File: src/rtl/ipar_pkg.sv
package ipar_pkg;
  localparam int unsigned WORD_W_DEF = 64;
  localparam int unsigned CHK_W_DEF  = 8;
  localparam int unsigned IDX_W_DEF  = 6;
  localparam int unsigned LANE_W     = 8;
endpackage

File: src/rtl/ipar_rst_sync.sv
module ipar_rst_sync #(
  parameter int unsigned STAGES = 2
) (
  input  logic clk,
  input  logic rst_n,
  output logic rst_n_o
);
  logic [STAGES-1:0] sync_q;
  logic [STAGES-1:0] sync_d;

  always_comb begin
    sync_d = {sync_q[STAGES-2:0], 1'b1};
  end

  always_ff @(posedge clk or negedge rst_n) begin
    if (!rst_n) sync_q <= '0;
    else        sync_q <= sync_d;
  end

  assign rst_n_o = sync_q[STAGES-1];
endmodule

File: src/rtl/ipar_gen.sv
module ipar_gen #(
  parameter int unsigned DATA_W = 64,
  parameter int unsigned CHK_W  = 8
) (
  input  logic [DATA_W-1:0] data_i,
  output logic [CHK_W-1:0]  par_o
);
  for (genvar g = 0; g < CHK_W; g++) begin : g_grp
    logic grp_p;
    always_comb begin
      grp_p = 1'b0;
      for (int j = g; j < DATA_W; j += CHK_W) grp_p = grp_p ^ data_i[j];
    end
    assign par_o[g] = grp_p;
  end
endmodule

File: src/rtl/ipar_merge.sv
module ipar_merge #(
  parameter int unsigned DATA_W = 64,
  parameter int unsigned LANE_W = 8,
  localparam int unsigned LANES = DATA_W / LANE_W
) (
  input  logic [LANES-1:0]  be_i,
  input  logic [DATA_W-1:0] new_i,
  input  logic [DATA_W-1:0] old_i,
  output logic [DATA_W-1:0] merged_o
);
  for (genvar b = 0; b < LANES; b++) begin : g_lane
    assign merged_o[b*LANE_W +: LANE_W] =
      be_i[b] ? new_i[b*LANE_W +: LANE_W] : old_i[b*LANE_W +: LANE_W];
  end
endmodule

File: src/rtl/ipar_stage.sv
module ipar_stage #(
  parameter int unsigned DATA_W = 64,
  parameter int unsigned CHK_W  = 8,
  parameter int unsigned IDX_W  = 6
) (
  input  logic              clk,
  input  logic              rst_n,
  input  logic              req_valid_i,
  input  logic              req_write_i,
  input  logic              req_full_i,
  input  logic              req_dirty_i,
  input  logic [IDX_W-1:0]  req_idx_i,
  input  logic              stored_err_i,
  input  logic [DATA_W-1:0] wdata_i,
  input  logic [CHK_W-1:0]  wpar_i,
  output logic              wr_en_o,
  output logic [DATA_W-1:0] wr_data_o,
  output logic [CHK_W-1:0]  wr_par_o,
  output logic              refetch_o,
  output logic              uncorr_o,
  output logic [IDX_W-1:0]  idx_o
);
  logic need_chk, err_hit;
  logic wr_en_d, refetch_d, uncorr_d;

  always_comb begin
    need_chk  = !req_write_i || !req_full_i;
    err_hit   = req_valid_i && need_chk && stored_err_i;
    wr_en_d   = req_valid_i && req_write_i && !err_hit;
    refetch_d = err_hit && !req_dirty_i;
    uncorr_d  = err_hit && req_dirty_i;
  end

  always_ff @(posedge clk or negedge rst_n) begin
    if (!rst_n) begin
      wr_en_o   <= 1'b0;
      refetch_o <= 1'b0;
      uncorr_o  <= 1'b0;
    end else begin
      wr_en_o   <= wr_en_d;
      refetch_o <= refetch_d;
      uncorr_o  <= uncorr_d;
    end
  end

  always_ff @(posedge clk or negedge rst_n) begin
    if (!rst_n) begin
      wr_data_o <= '0;
      wr_par_o  <= '0;
      idx_o     <= '0;
    end else if (req_valid_i) begin
      wr_data_o <= wdata_i;
      wr_par_o  <= wpar_i;
      idx_o     <= req_idx_i;
    end
  end

  assert_flag_excl_R5: assert property (@(posedge clk) disable iff (!rst_n)
    !(refetch_o && uncorr_o));

  assert_no_write_on_err_R8: assert property (@(posedge clk) disable iff (!rst_n)
    !(wr_en_o && (refetch_o || uncorr_o)));

  assert_idle_quiet_R10: assert property (@(posedge clk) disable iff (!rst_n)
    !req_valid_i |=> (!wr_en_o && !refetch_o && !uncorr_o));

  assert_full_store_ok_R6: assert property (@(posedge clk) disable iff (!rst_n)
    (req_valid_i && req_write_i && req_full_i) |=> (wr_en_o && !refetch_o && !uncorr_o));

  assert_clean_refetch_R4: assert property (@(posedge clk) disable iff (!rst_n)
    (req_valid_i && !req_write_i && stored_err_i && !req_dirty_i) |=> refetch_o);
endmodule

File: src/rtl/l1_ipar_guard.sv
module l1_ipar_guard #(
  parameter int unsigned WORD_W = ipar_pkg::WORD_W_DEF,
  parameter int unsigned CHK_W  = ipar_pkg::CHK_W_DEF,
  parameter int unsigned IDX_W  = ipar_pkg::IDX_W_DEF,
  localparam int unsigned LANES = WORD_W / ipar_pkg::LANE_W
) (
  input  logic              clk,
  input  logic              rst_n,
  input  logic              req_valid_i,
  input  logic              req_write_i,
  input  logic [LANES-1:0]  req_be_i,
  input  logic [WORD_W-1:0] req_wdata_i,
  input  logic [IDX_W-1:0]  req_idx_i,
  input  logic              req_dirty_i,
  input  logic [WORD_W-1:0] st_data_i,
  input  logic [CHK_W-1:0]  st_par_i,
  output logic              wr_en_o,
  output logic [WORD_W-1:0] wr_data_o,
  output logic [CHK_W-1:0]  wr_par_o,
  output logic              refetch_o,
  output logic              uncorr_o,
  output logic [IDX_W-1:0]  out_idx_o
);
  logic              rst_n_s;
  logic [CHK_W-1:0]  st_recalc;
  logic [WORD_W-1:0] merged;
  logic [CHK_W-1:0]  merged_par;
  logic [CHK_W-1:0]  out_recalc;
  logic              stored_err;
  logic              full_store;

  ipar_rst_sync #(.STAGES(2)) u_rst (
    .clk(clk), .rst_n(rst_n), .rst_n_o(rst_n_s)
  );

  ipar_gen #(.DATA_W(WORD_W), .CHK_W(CHK_W)) u_gen_st (
    .data_i(st_data_i), .par_o(st_recalc)
  );

  ipar_merge #(.DATA_W(WORD_W), .LANE_W(ipar_pkg::LANE_W)) u_merge (
    .be_i(req_be_i), .new_i(req_wdata_i), .old_i(st_data_i), .merged_o(merged)
  );

  ipar_gen #(.DATA_W(WORD_W), .CHK_W(CHK_W)) u_gen_wr (
    .data_i(merged), .par_o(merged_par)
  );

  always_comb begin
    stored_err = |(st_recalc ^ st_par_i);
    full_store = &req_be_i;
  end

  ipar_stage #(.DATA_W(WORD_W), .CHK_W(CHK_W), .IDX_W(IDX_W)) u_stage (
    .clk(clk), .rst_n(rst_n_s),
    .req_valid_i(req_valid_i), .req_write_i(req_write_i),
    .req_full_i(full_store), .req_dirty_i(req_dirty_i),
    .req_idx_i(req_idx_i), .stored_err_i(stored_err),
    .wdata_i(merged), .wpar_i(merged_par),
    .wr_en_o(wr_en_o), .wr_data_o(wr_data_o), .wr_par_o(wr_par_o),
    .refetch_o(refetch_o), .uncorr_o(uncorr_o), .idx_o(out_idx_o)
  );

  ipar_gen #(.DATA_W(WORD_W), .CHK_W(CHK_W)) u_gen_out (
    .data_i(wr_data_o), .par_o(out_recalc)
  );

  assert_wr_par_even_R2: assert property (@(posedge clk) disable iff (!rst_n_s)
    wr_en_o |-> (out_recalc == wr_par_o));

  assert_reset_quiet_R1: assert property (@(posedge clk)
    !rst_n_s |-> (!wr_en_o && !refetch_o && !uncorr_o));
endmodule

File: config.mk
export PLATFORM = sky130hd
export DESIGN_NAME = l1_ipar_guard
export DESIGN_NICKNAME = d
export VERILOG_FILES = /design/src/rtl/ipar_pkg.sv /design/src/rtl/ipar_rst_sync.sv /design/src/rtl/ipar_gen.sv /design/src/rtl/ipar_merge.sv /design/src/rtl/ipar_stage.sv /design/src/rtl/l1_ipar_guard.sv
export SDC_FILE = /design/constraint.sdc
export NUM_CORES = 1
export LEC_CHECK = 0
export ABC_AREA = 0
export BUFFER_PORTS_ARGS = -buffer_cell sky130_fd_sc_hd__buf_2
export CORE_MARGIN = 4
export CORE_UTILIZATION = 30
export DETAILED_ROUTE_END_ITERATION = 8
export SETUP_SLACK_MARGIN = 0.3
export SLEW_MARGIN = 20
export SYNTH_ARGS = -nofsm -noshare
export SYNTH_HDL_FRONTEND = slang
export SYNTH_SLANG_ARGS = --single-unit
File: constraint.sdc
create_clock -name clk -period 6.1 [get_ports clk]
set_input_delay 1.525 -clock clk [delete_from_list [all_inputs] [get_ports clk]]
set_output_delay 1.525 -clock clk [all_outputs]
set_load 0.01 [all_outputs]
==> flow_summary.toml <==
[clock_network]
clock-sinks = 83
cts_inserted_buffers = 9
cts_tree = "done"
clockBufferDepth = 2
htree_levels = 3
insertion_delay_ns = 0.34
clk_pin_slew_ns = 0.06
ctsHoldBuffers = 0
postCtsSetupBuffers = 0
root_buffer = "clkbuf_16"
cts-resized-gates = 0

[setup_path]
cp-endpoint = "u_stage.wr_data_o[58]$_DFFE_PN0P_"
reg2reg_setup_slack_ns = 5.17
r2r_end = "u_stage.wr_data_o[60]$_DFFE_PN0P_"
crit_path_end_kind = "register"
start_kind = "input pin"
worstPathMaxFanout = 85
reg2reg_from = "u_rst.sync_q[1]$_DFF_PN0_"
required_ns = 6.36
reg2reg_depth = 1
critPathKind = "input pin to register"
cp.arrival_ns = 3.16
critPathLaunch = "req_valid_i"

[synth]
synthDistinctLibCells = 21
synth_fa_ha_area_share_pct = 0
synthXorXnorAreaFrac_pct = 23.2
synthMuxAreaShare_pct = 15.2
ys_seq_elements = 83
synth_area_um2 = 4670
ys_seq_area_share_pct = 44.5
synth_top_family_by_area = "XOR/XNOR gates"
synth_compound_area_share_pct = 8.07
postSynthAreaPerCell_um2 = 10.4
yosys.area_share.simple_pct = 6.76
netlist_instances = 448
syn-num-nets = 603
yosysWarnings = 0

[die]
dieArea_um2 = 17600
io_pins = 236
core_um2 = 15200
die_h_um = 133
die_width_um = 133
rows = 45
start_util_pct = 30.7

[drt]
wl_per_cell_um = 18.7
drtAntennaViolNets = 0
firstDrtPassIters = 4
drc = 0
via_count = 4007
drtIter0Drc = 190
avgViaCountPerCell = 4.64
routed_wl_um = 16100

[placement]
dp_hpwl_um = 12700
dp.cells = 847
place.port_buffers = 235
globalplace.congestion = 0.777

[power]
p_leak_nw = 3.02
ir_drop_uv = 149
powerDensity_nw_per_um2 = 289

[layout]
multi_input_area_um2 = 2490
mostFrequentLayoutCell = "buf_2"
fin_nets = 826
nFillCells = 1515
fin_util_pct = 41.8
final_cell_mix = "buf_2, xnor2_1, dfrtp_1, nor2_1, a21oi_1"
drive_gt1_share_pct = 38.5
synthToLayoutAreaGrowth_pct = 36.2
final_cells = 864
antenna-diode-count = 0
seqCellArea_um2 = 2080

[timing]
timing.final.crit_share_pct = 47.6
holdWs_ns = 0.322
clock-skew-final_ns = 0.00517
timing.final.crit_period_ns = 2.90
rsz0062_at_grt = "false"
tns_ns = 0
setup_violations = 0
slew_headroom_pct = 44.2
worst-slew-pin-transition_ns = 0.837
fmax_mhz = 344
hold_violations = 0
maxSlewViolCount = 0

[hold_path]
hold_class = "register to async pin"

[run_status]
status = "complete, no violations"

[global_routing]
grt_usage_pct = 18.0
grt_max_degree = 86
antenna_found_initial = 1
grt_pass1_wl_um = 24100
grt_pass1_vias = 4123
grt_overflow = 0

[job]
cap_violations = 0
[how the worst min path moves through the flow]
stage / end / depth (start not counted)
after floorplan: u_rst.sync_q[1]$_DFF_PN0_ / 0
after detailed placement: u_rst.sync_q[1]$_DFF_PN0_ / 0
final: u_stage.wr_data_o[13]$_DFFE_PN0P_ / 0
after CTS: u_rst.sync_q[1]$_DFF_PN0_ / 0
after global placement: u_rst.sync_q[1]$_DFF_PN0_ / 0
after global routing: u_rst.sync_q[1]$_DFF_PN0_ / 0
[cells in the mapped netlist]
library cell / count / area, um^2
o31ai_1: 1 / 7.51
xnor2_1: 100 / 876
nand2_1: 2 / 7.51
nand3_1: 1 / 5.00
buf_2: 8 / 40.0
mux2_2: 6 / 67.6
nor4_1: 1 / 6.26
conb_1: 1 / 3.75
clkbuf_1: 14 / 52.6
a21oi_1: 72 / 360
nand4_1: 1 / 6.26
xnor3_1: 5 / 113
xnor3_2: 1 / 23.8
dfrtp_1: 83 / 2080
xor2_1: 8 / 70.1
and2_1: 1 / 6.26
nor2_1: 74 / 278
buf_1: 3 / 11.3
a41oi_1: 1 / 8.76
nor2b_1: 1 / 6.26
mux2i_1: 64 / 641
[per-stage QoR]
| step | setup WS [ns] | power, W | instance area, um^2 |
|---|---|---|---|
| floorplan | 3.19 | 0.00100 | 4670 |
| global placement | 2.86 | 0.00122 | 5990 |
| detailed placement | 2.86 | 0.00123 | 5990 |
| CTS | 3.20 | 0.00187 | 6330 |
| global route | 3.07 | 0.00194 | 6360 |
| finish | 3.20 | 0.00184 | 6360 |
[power by group]
part           internal (W)  switching (W)  leakage, nW  total, W
Sequential         0.000625      0.0000444        0.934  0.000669
Clock              0.000410       0.000219        0.169  0.000629
Combinational      0.000256       0.000283         1.92  0.000539
Total               0.00129       0.000547         3.02   0.00184
[metal layers]
layer,track usage [%],vias up,share of wire [%]
met1,22.4,1895,42
met3,5.25,11,7.1
li1,-,1953,-
met5,0,-,0.050
met4,4.73,2,0.88
met2,30.7,146,50
[kinds of logic after synthesis]
kind of cell,Yosys count
AO/OA/AOI/OAI,74
other,1
flip-flops,83
AND/OR/NAND/NOR,81
multiplexers,70
buffers and inverters,25
XOR/XNOR,114
[state kept, by name, indices dropped and copies added, names as in the netlist]
signal             flops
u_stage.uncorr_o       1
u_stage.wr_par_o       8
u_stage.wr_en_o        1
u_rst.sync_q           2
u_stage.refetch_o      1
u_stage.wr_data_o     64
u_stage.idx_o          6
[critical path, stage by stage]
cell     delay [ns]
buf_4          0.63
buf_4          0.66
nor2_1         0.12
a21oi_1        0.16
[area by class of cell]
| cell class | instances | share of cell area [%] |
|---|---|---|
| sequential | 83 | 32.7 |
| tap | 188 | 3.70 |
| clock inverter | 5 | 1.57 |
| timing repair buffer | 237 | 19.1 |
| multi-input combinational | 340 | 39.1 |
| clock buffer | 11 | 3.82 |
(Power assumes the default switching activity.)
